File: src/rtl/fxr_pkg.sv
package fxr_pkg;

    typedef enum logic [2:0] {
        RM_TOWARD_ZERO = 3'd0,
        RM_CEIL        = 3'd1,
        RM_FLOOR       = 3'd2,
        RM_HALF_UP     = 3'd3,
        RM_HALF_DOWN   = 3'd4,
        RM_TIES_EVEN   = 3'd5,
        RM_SPARE_6     = 3'd6,
        RM_SPARE_7     = 3'd7
    } rmode_t;

    // Summary of the bits being thrown away.
    typedef struct packed {
        logic neg;     // input sign
        logic any;     // some discarded bit is set
        logic half;    // top discarded bit
        logic below;   // some discarded bit under the top one is set
    } frac_flags_t;

endpackage

File: src/rtl/fxr_split.sv
module fxr_split #(
    parameter int IN_W = 16,
    parameter int DROP = 4
) (
    input  logic [IN_W-1:0]      din,
    output logic [IN_W-DROP-1:0] kept,
    output fxr_pkg::frac_flags_t flags
);
    localparam int OUT_W = IN_W - DROP;

    logic [DROP-1:0] disc;

    assign kept       = din[IN_W-1 -: OUT_W];
    assign disc       = din[DROP-1:0];
    assign flags.neg  = din[IN_W-1];
    assign flags.any  = |disc;
    assign flags.half = disc[DROP-1];

    generate
        if (DROP >= 2) begin : g_low
            assign flags.below = |disc[DROP-2:0];
        end else begin : g_single
            assign flags.below = 1'b0;
        end
    endgenerate

endmodule

File: src/rtl/fxr_decide.sv
module fxr_decide
    import fxr_pkg::*;
(
    input  rmode_t      mode,
    input  frac_flags_t flags,
    input  logic        kept_lsb,
    output logic        inc
);
    logic tie;
    logic over_half;

    assign tie       = flags.half & ~flags.below;
    assign over_half = flags.half &  flags.below;

    always_comb begin
        unique case (mode)
            RM_CEIL:      inc = flags.any;
            RM_FLOOR:     inc = 1'b0;
            RM_HALF_UP:   inc = flags.half;
            RM_HALF_DOWN: inc = over_half;
            RM_TIES_EVEN: inc = over_half | (tie & kept_lsb);
            RM_TOWARD_ZERO,
            RM_SPARE_6,
            RM_SPARE_7:   inc = flags.neg & flags.any;
        endcase
    end

endmodule

File: src/rtl/fxr_adjust.sv
module fxr_adjust #(
    parameter int OUT_W    = 12,
    parameter bit SATURATE = 1'b1
) (
    input  logic [OUT_W-1:0] kept,
    input  logic             inc,
    output logic [OUT_W-1:0] res,
    output logic             ovf
);
    localparam logic [OUT_W-1:0] POS_MAX = {1'b0, {(OUT_W-1){1'b1}}};

    logic [OUT_W-1:0] bumped;

    assign bumped = kept + {{(OUT_W-1){1'b0}}, inc};
    assign ovf    = inc & (kept == POS_MAX);

    generate
        if (SATURATE) begin : g_clamp
            assign res = ovf ? POS_MAX : bumped;
        end else begin : g_wrap
            assign res = bumped;
        end
    endgenerate

endmodule

File: src/rtl/fxp_rounder.sv
module fxp_rounder #(
    parameter int IN_W       = 16,
    parameter int DROP       = 4,
    parameter bit SATURATE   = 1'b1,
    parameter bit REGISTERED = 1'b1
) (
    input  logic                 clk,
    input  logic                 rst_n,
    input  logic                 in_valid,
    input  logic [IN_W-1:0]      in_data,
    input  logic [2:0]           mode,
    output logic                 out_valid,
    output logic [IN_W-DROP-1:0] out_data,
    output logic                 out_ovf
);
    import fxr_pkg::*;

    localparam int OUT_W = IN_W - DROP;

    logic [OUT_W-1:0] nxt_data;
    logic             nxt_ovf;

    generate
        if (DROP == 0) begin : g_pass
            assign nxt_data = in_data;
            assign nxt_ovf  = 1'b0;
        end else begin : g_round
            logic [OUT_W-1:0] kept;
            frac_flags_t      flags;
            logic             inc;

            fxr_split #(.IN_W(IN_W), .DROP(DROP)) u_split (
                .din   (in_data),
                .kept  (kept),
                .flags (flags)
            );

            fxr_decide u_decide (
                .mode     (rmode_t'(mode)),
                .flags    (flags),
                .kept_lsb (kept[0]),
                .inc      (inc)
            );

            fxr_adjust #(.OUT_W(OUT_W), .SATURATE(SATURATE)) u_adjust (
                .kept (kept),
                .inc  (inc),
                .res  (nxt_data),
                .ovf  (nxt_ovf)
            );
        end

        if (REGISTERED) begin : g_reg
            always_ff @(posedge clk or negedge rst_n) begin
                if (!rst_n) begin
                    out_valid <= 1'b0;
                    out_data  <= '0;
                    out_ovf   <= 1'b0;
                end else begin
                    out_valid <= in_valid;
                    if (in_valid) begin
                        out_data <= nxt_data;
                        out_ovf  <= nxt_ovf;
                    end
                end
            end
        end else begin : g_comb
            assign out_valid = in_valid;
            assign out_data  = nxt_data;
            assign out_ovf   = nxt_ovf;
        end
    endgenerate

endmodule

File: config.mk
export PLATFORM = sky130hd
export DESIGN_NAME = fxp_rounder
export DESIGN_NICKNAME = d
export VERILOG_FILES = /design/src/rtl/fxr_pkg.sv /design/src/rtl/fxr_split.sv /design/src/rtl/fxr_decide.sv /design/src/rtl/fxr_adjust.sv /design/src/rtl/fxp_rounder.sv
export SDC_FILE = /design/constraint.sdc
export NUM_CORES = 1
export LEC_CHECK = 0
export CAP_MARGIN = 15
export CORE_UTILIZATION = 59
export DETAILED_ROUTE_END_ITERATION = 12
export DONT_BUFFER_PORTS = 1
export GPL_ROUTABILITY_DRIVEN = 0
export PLACE_DENSITY = 0.75
export SYNTH_ARGS = -nofsm -noshare
export SYNTH_HDL_FRONTEND = slang
export SYNTH_SLANG_ARGS = --single-unit
File: constraint.sdc
create_clock -name clk -period 1.1 [get_ports clk]
set_input_delay 0.055 -clock clk [delete_from_list [all_inputs] [get_ports clk]]
set_output_delay 0.055 -clock clk [all_outputs]
set_load 0.05 [all_outputs]
==> results.json, run 1 <==
{
  "status": "finished, violations left",
  "violations": "DRC, hold timing, setup timing",
  "multi_input_area_um2": 589,
  "synth_edf_count": 0,
  "slowest_stage": "nor3_4",
  "finalWorstSetupSlack_ns": -0.542,
  "worstPathArrival_ns": 1.80,
  "fmax_mhz": 609,
  "antenna_cells": 0,
  "hold_viol_final": 13,
  "grtUsageTotal_pct": 34.9,
  "mostFrequentLayoutCells": "buf_4, dfrtp_1, a31oi_1, nor2_1, inv_1",
  "cts.sinks": 14,
  "core_mm2": 0.00130,
  "finClkSkew_ns": 0,
  "rsz0062_at_grt": "yes",
  "power.density_mw_per_mm2": 1180,
  "synth.distinct_cells": 31,
  "vias": 893,
  "tns_ns": -4.26,
  "grt_pass1_vias": 827,
  "grt.busiest_layer": "met2",
  "finalHoldWorstSlack_ns": -0.205,
  "groute.layer.met1.usage_pct": 37.5,
  "drt-pass1-iter-count": 9,
  "antenna_found_initial": 0,
  "crit_path_start_kind": "input port",
  "met3_usage_pct": 7.95,
  "place_area_mm2": 0.00103,
  "drc": 2,
  "power_frac_clock_pct": 24.8,
  "yosysWarnings": 0,
  "ys_seq_elements": 14,
  "io_pins": 36,
  "fp.dieArea_mm2": 0.00156,
  "antenna_left": 0,
  "cpPeakStageDelay_ns": 0.27,
  "max-slew-margin-rel_pct": 59.9,
  "worstMarginPinSlew_ns": 0.600,
  "cts-root-buf": "clkbuf_4",
  "viasPerCell": 6.66,
  "crit_fanout": 4,
  "drt-initial-drc-count": 32,
  "clock_latency_ns": 0.28,
  "rows": 13,
  "syn-instance-count": 90,
  "swShare_pct": 34.7,
  "grt_pass1_wl_um": 3440,
  "stdcell_area_mm2": 0.00125,
  "syn_area_per_cell_um2": 9.22,
  "synth_nets": 114,
  "crit_required_ns": 1.26,
  "cts.clk_slew.worst_paths_ns": 0.08,
  "seq_area_frac_synth_pct": 42.2,
  "port_buffers": 0,
  "regArea_um2": 350,
  "setup_viol": 11,
  "initial_core_util_pct": 63.8,
  "cts_tree": "yes",
  "critical_path_class": "in -> reg",
  "total_leakage_power_nw": 0.535,
  "drv_slew": 0,
  "period_needed_ns": 1.64,
  "area_growth_syn_to_layout_pct": 51.0,
  "drive_above_1_share_pct": 44.5,
  "crit_path_end_kind": "flop",
  "layout_commonest_cell": "buf_4",
  "die_h_um": 39.5,
  "dp_hpwl_um": 1620,
  "p_int_mw": 0.964,
  "p_switching_mw": 0.513,
  "p_total_mw": 1.48,
  "die_w_um": 39.5,
  "grt_overflow": 0,
  "cap_viol_max_count": 0,
  "min_period_over_period_pct": 149,
  "nets": 144,
  "cts_htree_levels": 1,
  "nFillCells": 25,
  "ctsHoldBuffers": 1,
  "ir_drop_v": 0.00112,
  "met2_usage_pct": 58.6,
  "netlist_area_um2": 830,
  "postSynth.topFlopCell": "dfrtp_1",
  "min_path_type": "in -> reg",
  "combPwrFrac_pct": 34.6,
  "pwr-share-seq_pct": 40.6,
  "async_flop_share_pct": 100,
  "critical_path.cell_chain": "o21bai_4 -> a22oi_2 -> o21a_1 -> ha_2 -> buf_4 -> buf_6 -> ha_4 -> nand3_4 -> nor3_4 -> xnor2_2 -> a31oi_1",
  "wl_per_cell_um": 23.2,
  "clockBufferDepth": 2,
  "cts_buffers": 3,
  "routed_wl_um": 3110,
  "grt_max_degree": 28
}
[power by group through the flow]
stage | registers [mW] | logic (mW) | clock network [mW]
finish | 0.600 | 0.511 | 0.366
global route | 0.605 | 0.527 | 0.402
CTS | 0.596 | 0.443 | 0.373
detailed placement | 0.606 | 0.403 | 0
global placement | 0.602 | 0.392 | 0
floorplan | 0.771 | 0.118 | 0
[metrics by stage]
| step | instances | setup slack [ns] | util, % | hold WS, ns |
|---|---|---|---|---|
| after floorplan | 90 | -0.767 | - | -0.241 |
| after global placement | 124 | -0.714 | 78.8 | -0.240 |
| after detailed placement | 124 | -0.756 | 78.8 | -0.240 |
| after CTS | 132 | -0.428 | 88.1 | -0.210 |
| after global routing | 134 | -0.580 | 96.3 | -0.216 |
| final | 134 | -0.542 | 96.3 | -0.205 |
[critical path, delay by kind of cell]
family	cells	cell delay, ns
AO/OA/AOI/OAI	4	0.61
AND/OR/NAND/NOR	2	0.43
adder cells (fa/ha/maj)	2	0.34
buffers and inverters	2	0.21
XOR/XNOR	1	0.15
[cells by family after synthesis]
| group | share of synthesized area (%) |
|---|---|
| xor gates and xnor gates | 8.45 |
| muxes | 2.41 |
| adders and majority gates | 3.02 |
| AOI/OAI and AO/OA | 17.8 |
| DFF | 42.2 |
| and+or+nand+nor | 21.0 |
| buffers and inverters | 5.13 |
[cell usage after synthesis, types with 2 or more instances]
master / n / area [um^2]
inv_1: 7 / 26.3
xor2_1: 4 / 35.0
nor2b_1: 2 / 12.5
dfrtp_1: 14 / 350
nor3_1: 2 / 10.0
and4_2: 2 / 20.0
nor2_1: 13 / 48.8
o21a_1: 2 / 15.0
xnor2_1: 4 / 35.0
nand2_1: 4 / 15.0
a21oi_1: 2 / 10.0
mux2i_1: 2 / 20.0
clkbuf_1: 2 / 7.51
ha_1: 2 / 25.0
a31oi_1: 12 / 75.1
[timing repair]
action                     CTS  global route
hold endpoints to repair    28            13
pin swaps                   16            18
gates resized for setup     10            14
setup endpoints to repair   11            11
setup buffers                3             3
[sequential cells by signal, summed over array words and instances, names as in the netlist]
name,flops
out_data,12
out_ovf,1
out_valid,1
[path summary, 6_finish.rpt]
check	start	to	slack [ns]	cells after the start
min in group asynchronous	rst_n	out_data[3]	0.21	1
setup reg to reg	out_data[11]	out_data[11]	0.13	3
max in group asynchronous	rst_n	out_data[0]	0.50	1
setup / recovery	mode[1]	out_data[10]	-0.54	11
hold / removal	in_valid	out_valid	-0.21	0
hold reg to reg	out_ovf	out_ovf	0.53	2
[per-layer routing]
| metal | up-vias | share of wire [%] |
|---|---|---|
| met4 | 0 | 5.2 |
| met1 | 425 | 39 |
| met5 | - | 0 |
| li1 | 379 | - |
| met2 | 71 | 47 |
| met3 | 18 | 8.4 |
[layout make-up]
class	instances	share of cell area [%]
sequential	14	28.0
inverter	7	2.10
timing repair buffer	29	18.5
multi-input combinational	65	47.1
tap	15	1.50
clock buffer	4	2.90
(Power assumes the default switching activity.)
==> inputs of run 2 (changes only) <==
--- a/config.mk
+++ b/config.mk
@@ -6,11 +6,13 @@
 export NUM_CORES = 1
 export LEC_CHECK = 0
 export CAP_MARGIN = 15
+export CORE_MARGIN = 3
 export CORE_UTILIZATION = 59
 export DETAILED_ROUTE_END_ITERATION = 12
 export DONT_BUFFER_PORTS = 1
 export GPL_ROUTABILITY_DRIVEN = 0
 export PLACE_DENSITY = 0.75
+export SETUP_SLACK_MARGIN = 0.02
 export SYNTH_ARGS = -nofsm -noshare
 export SYNTH_HDL_FRONTEND = slang
 export SYNTH_SLANG_ARGS = --single-unit
==> results.json, run 2 <==
{
  "yosysWarnings": 0,
  "io_pins": 36,
  "synth_nets": 114,
  "rows": 12,
  "grt_max_degree": 28,
  "status": "did not finish",
  "dp_hpwl_um": 1500,
  "worst_endpoint": "out_data[11]$_DFFE_PN0P_/D",
  "initial_core_util_pct": 68.2,
  "port_buffers": 0,
  "seq_area_frac_synth_pct": 42.2,
  "cts.sinks": 14,
  "synth_commonest_cells": "dfrtp_1, nor2_1, a31oi_1, inv_1",
  "cts_buffers": 3,
  "netlist_area_um2": 830,
  "cts_htree_levels": 1,
  "toolErrorMsg": "[ERROR DPL-0033] detailed placement checks failed during check placement.",
  "syn-instance-count": 90,
  "failed_stage": "5_1_grt",
  "async_flop_share_pct": 100,
  "synth.distinct_cells": 31,
  "post-synth-top-count-cell": "dfrtp_1",
  "antenna_found_initial": 0,
  "cts-root-buf": "clkbuf_4",
  "yosys.area.top_type": "dfrtp_1",
  "synth_top_cells_by_area": "dfrtp_1, a31oi_1, nor2_1",
  "ys_seq_elements": 14,
  "worst_endpoint_kind": "sequential cell input",
  "die_w_um": 43.5,
  "syn_area_per_cell_um2": 9.22,
  "clockBufferDepth": 2,
  "synth_edf_count": 0,
  "synth_top_cell_area_share_pct": 42.2,
  "die_h_um": 43.5,
  "postSynth.topFlopCell": "dfrtp_1"
}
[run 2: cells by family after synthesis]
group / count (synthesis) / synth area share [%]
buffers and inverters: 11 / 5.13
AND/OR/NAND/NOR: 31 / 21.0
flip-flops: 14 / 42.2
XOR/XNOR: 8 / 8.45
multiplexers: 2 / 2.41
adder cells (fa/ha/maj): 2 / 3.02
AO/OA/AOI/OAI: 22 / 17.8
[run 2: metrics by stage]
| step | worst slack (ns) | hold slack (ns) | TNS, ns | std cells | cell area (um^2) |
|---|---|---|---|---|---|
| 4_1_cts | -0.463 | -0.201 | -2.41 | 125 | 1090 |
| 3_5_place_dp | -0.786 | -0.240 | -6.28 | 121 | 1010 |
| 3_3_place_gp | -0.718 | -0.240 | -5.60 | 121 | 1010 |
| 2_1_floorplan | -0.767 | -0.241 | -4.27 | 90 | 853 |
[run 2: timing repair]
action | 4_1_cts
endpoints found under the hold margin | 27
setup buffers | 1
hold buffers | 1
endpoints found under the setup margin | 11
cloned | 0
pin swaps | 14
gates resized for setup | 8
==> inputs of run 3 (changes only) <==
--- a/config.mk
+++ b/config.mk
@@ -6,13 +6,12 @@
 export NUM_CORES = 1
 export LEC_CHECK = 0
 export CAP_MARGIN = 15
-export CORE_MARGIN = 3
-export CORE_UTILIZATION = 59
+export CORE_AREA = 3 3 64 66
 export DETAILED_ROUTE_END_ITERATION = 12
+export DIE_AREA = 0 0 67 69
 export DONT_BUFFER_PORTS = 1
 export GPL_ROUTABILITY_DRIVEN = 0
-export PLACE_DENSITY = 0.75
-export SETUP_SLACK_MARGIN = 0.02
+export PLACE_DENSITY_LB_ADDON = 0.15
 export SYNTH_ARGS = -nofsm -noshare
 export SYNTH_HDL_FRONTEND = slang
 export SYNTH_SLANG_ARGS = --single-unit
==> results.json, run 3 (same netlist as run 1, synthesis figures left out) <==
{
  "initial_core_util_pct": 22.8,
  "mostFrequentLayoutCells": "buf_4, dfrtp_1, a31oi_1, nor2_1, inv_1",
  "cpPeakStageDelay_ns": 0.46,
  "status": "finished, violations left",
  "die_h_um": 69,
  "max-slew-margin-rel_pct": 47.6,
  "finalWorstSetupSlack_ns": -0.507,
  "p_int_mw": 1.05,
  "antenna_found_initial": 0,
  "p_switching_mw": 0.488,
  "cts_buffers": 3,
  "routed_wl_um": 2110,
  "drc": 0,
  "period_needed_ns": 1.61,
  "cts_htree_levels": 1,
  "crit_required_ns": 1.24,
  "drv_slew": 0,
  "pwr-share-seq_pct": 38.7,
  "grt_pass1_wl_um": 3500,
  "grt_pass1_vias": 736,
  "hold_viol_final": 0,
  "port_buffers": 0,
  "slowest_stage": "or4b_4",
  "power.density_mw_per_mm2": 1250,
  "cp.buffers_inverters": 0,
  "combPwrFrac_pct": 29.0,
  "die_w_um": 67,
  "cp_top_family": "compound AO/OA/AOI/OAI gates",
  "antenna_left": 0,
  "grtUsageTotal_pct": 9.73,
  "cts.clk_slew.worst_paths_ns": 0.06,
  "nets": 141,
  "setup_viol": 11,
  "nFillCells": 395,
  "crit_path_start_kind": "input port",
  "io_pins": 36,
  "cts-root-buf": "clkbuf_8",
  "largest_reg_flops": 12,
  "place_area_mm2": 0.00107,
  "rsz0062_at_grt": "yes",
  "critical_path_class": "in -> reg",
  "vias": 752,
  "wl_per_cell_um": 12.9,
  "reg2reg_slack_ns": 0.17,
  "grt_max_degree": 24,
  "largest_register": "out_data",
  "cts.sinks": 14,
  "dp_hpwl_um": 1640,
  "cap_viol_max_count": 0,
  "min_path_type": "in -> reg",
  "core_mm2": 0.00363,
  "fin_cells": 164,
  "largestRegisters": "out_data (12), out_ovf (1), out_valid (1)",
  "rows": 22,
  "violations": "setup timing",
  "finalHoldWorstSlack_ns": 0.00452,
  "cts_tree": "yes",
  "drt-pass1-iter-count": 5,
  "tns_ns": -3.60,
  "fp.dieArea_mm2": 0.00462,
  "power_frac_clock_pct": 32.2,
  "viasPerCell": 4.59,
  "antenna_cells": 0,
  "crit_path_end_kind": "flop",
  "clock_latency_ns": 0.24,
  "clockBufferDepth": 2,
  "ir_drop_v": 0.000335,
  "stdcell_area_mm2": 0.00123,
  "grt_overflow": 0,
  "critical_path.cell_chain": "o21bai_1 -> a22oi_1 -> o21a_1 -> ha_2 -> and4_4 -> or4b_4 -> a31o_1 -> a21o_1",
  "drive_above_1_share_pct": 39.7,
  "fmax_mhz": 622,
  "total_leakage_power_nw": 0.520,
  "worstMarginPinSlew_ns": 0.786,
  "swShare_pct": 31.7,
  "crit_fanout": 3,
  "area_growth_syn_to_layout_pct": 48.6,
  "dp_cells": 157,
  "min_period_over_period_pct": 146,
  "worstPathArrival_ns": 1.74,
  "layout_commonest_cell": "buf_4",
  "drt-initial-drc-count": 21,
  "finClkSkew_ns": 0
}
==> run 3: final timing paths <==
| check | cells after the start | start | end |
|---|---|---|---|
| worst max-delay path | 8 | mode[1] | out_data[11] |
| worst min-delay path | 2 | in_data[10] | out_data[6] |
| worst max register to register | 3 | out_data[11] | out_data[11] |
| worst min register to register | 2 | out_ovf | out_ovf |
| max in group asynchronous | 1 | rst_n | out_data[0] |
| min in group asynchronous | 1 | rst_n | out_ovf |
==> run 3: layout make-up <==
| class | instances | area [um^2] | share of cell area [%] |
|---|---|---|---|
| repair buffers | 26 | 206 | 16.8 |
| multi-input cells | 65 | 534 | 43.4 |
| flip-flops and latches | 14 | 350 | 28.4 |
| well taps | 48 | 60.1 | 4.87 |
| inverters | 7 | 26.3 | 2.13 |
| clock buffers | 4 | 55.1 | 4.47 |
==> run 3: timing repair <==
item	CTS	global route
endpoints found under the setup margin	11	14
buffers inserted	0	1
hold endpoints to repair	27	0
cloned	0	0
pin swaps	14	12
hold buffers	2	0
gates resized for setup	7	9
==> run 3: layer usage <==
metal / vias to the layer above / part of all wire, % / global-route usage, %
li1: 375 / - / -
met1: 340 / 42 / 12.7
met2: 35 / 49 / 15.0
met3: 2 / 8.3 / 1.95
met4: 0 / 0.76 / 4.73
met5: - / 0 / 0
==> run 3: worst register-to-register path, cell delays in order, from the launching register on <==
cell     delay [ns]
dfrtp_1        0.38
nor2b_1        0.13
a31o_1         0.18
a21o_1         0.14
==> run 3: metrics by stage <==
stage | total power [mW] | util [%] | setup WS, ns
floorplan | 0.889 | - | -0.767
global placement | 1.00 | 29.4 | -0.733
detailed placement | 1.00 | 29.4 | -0.778
CTS | 1.55 | 32.6 | -0.500
global route | 1.63 | 33.9 | -0.578
finish | 1.54 | 33.9 | -0.507
==> run 3: power groups by stage <==
stage,clock (mW),combinational (mW),sequential (mW)
floorplan,0,0.118,0.771
global placement,0,0.395,0.605
detailed placement,0,0.396,0.606
CTS,0.519,0.434,0.597
global route,0.555,0.476,0.601
finish,0.496,0.447,0.596
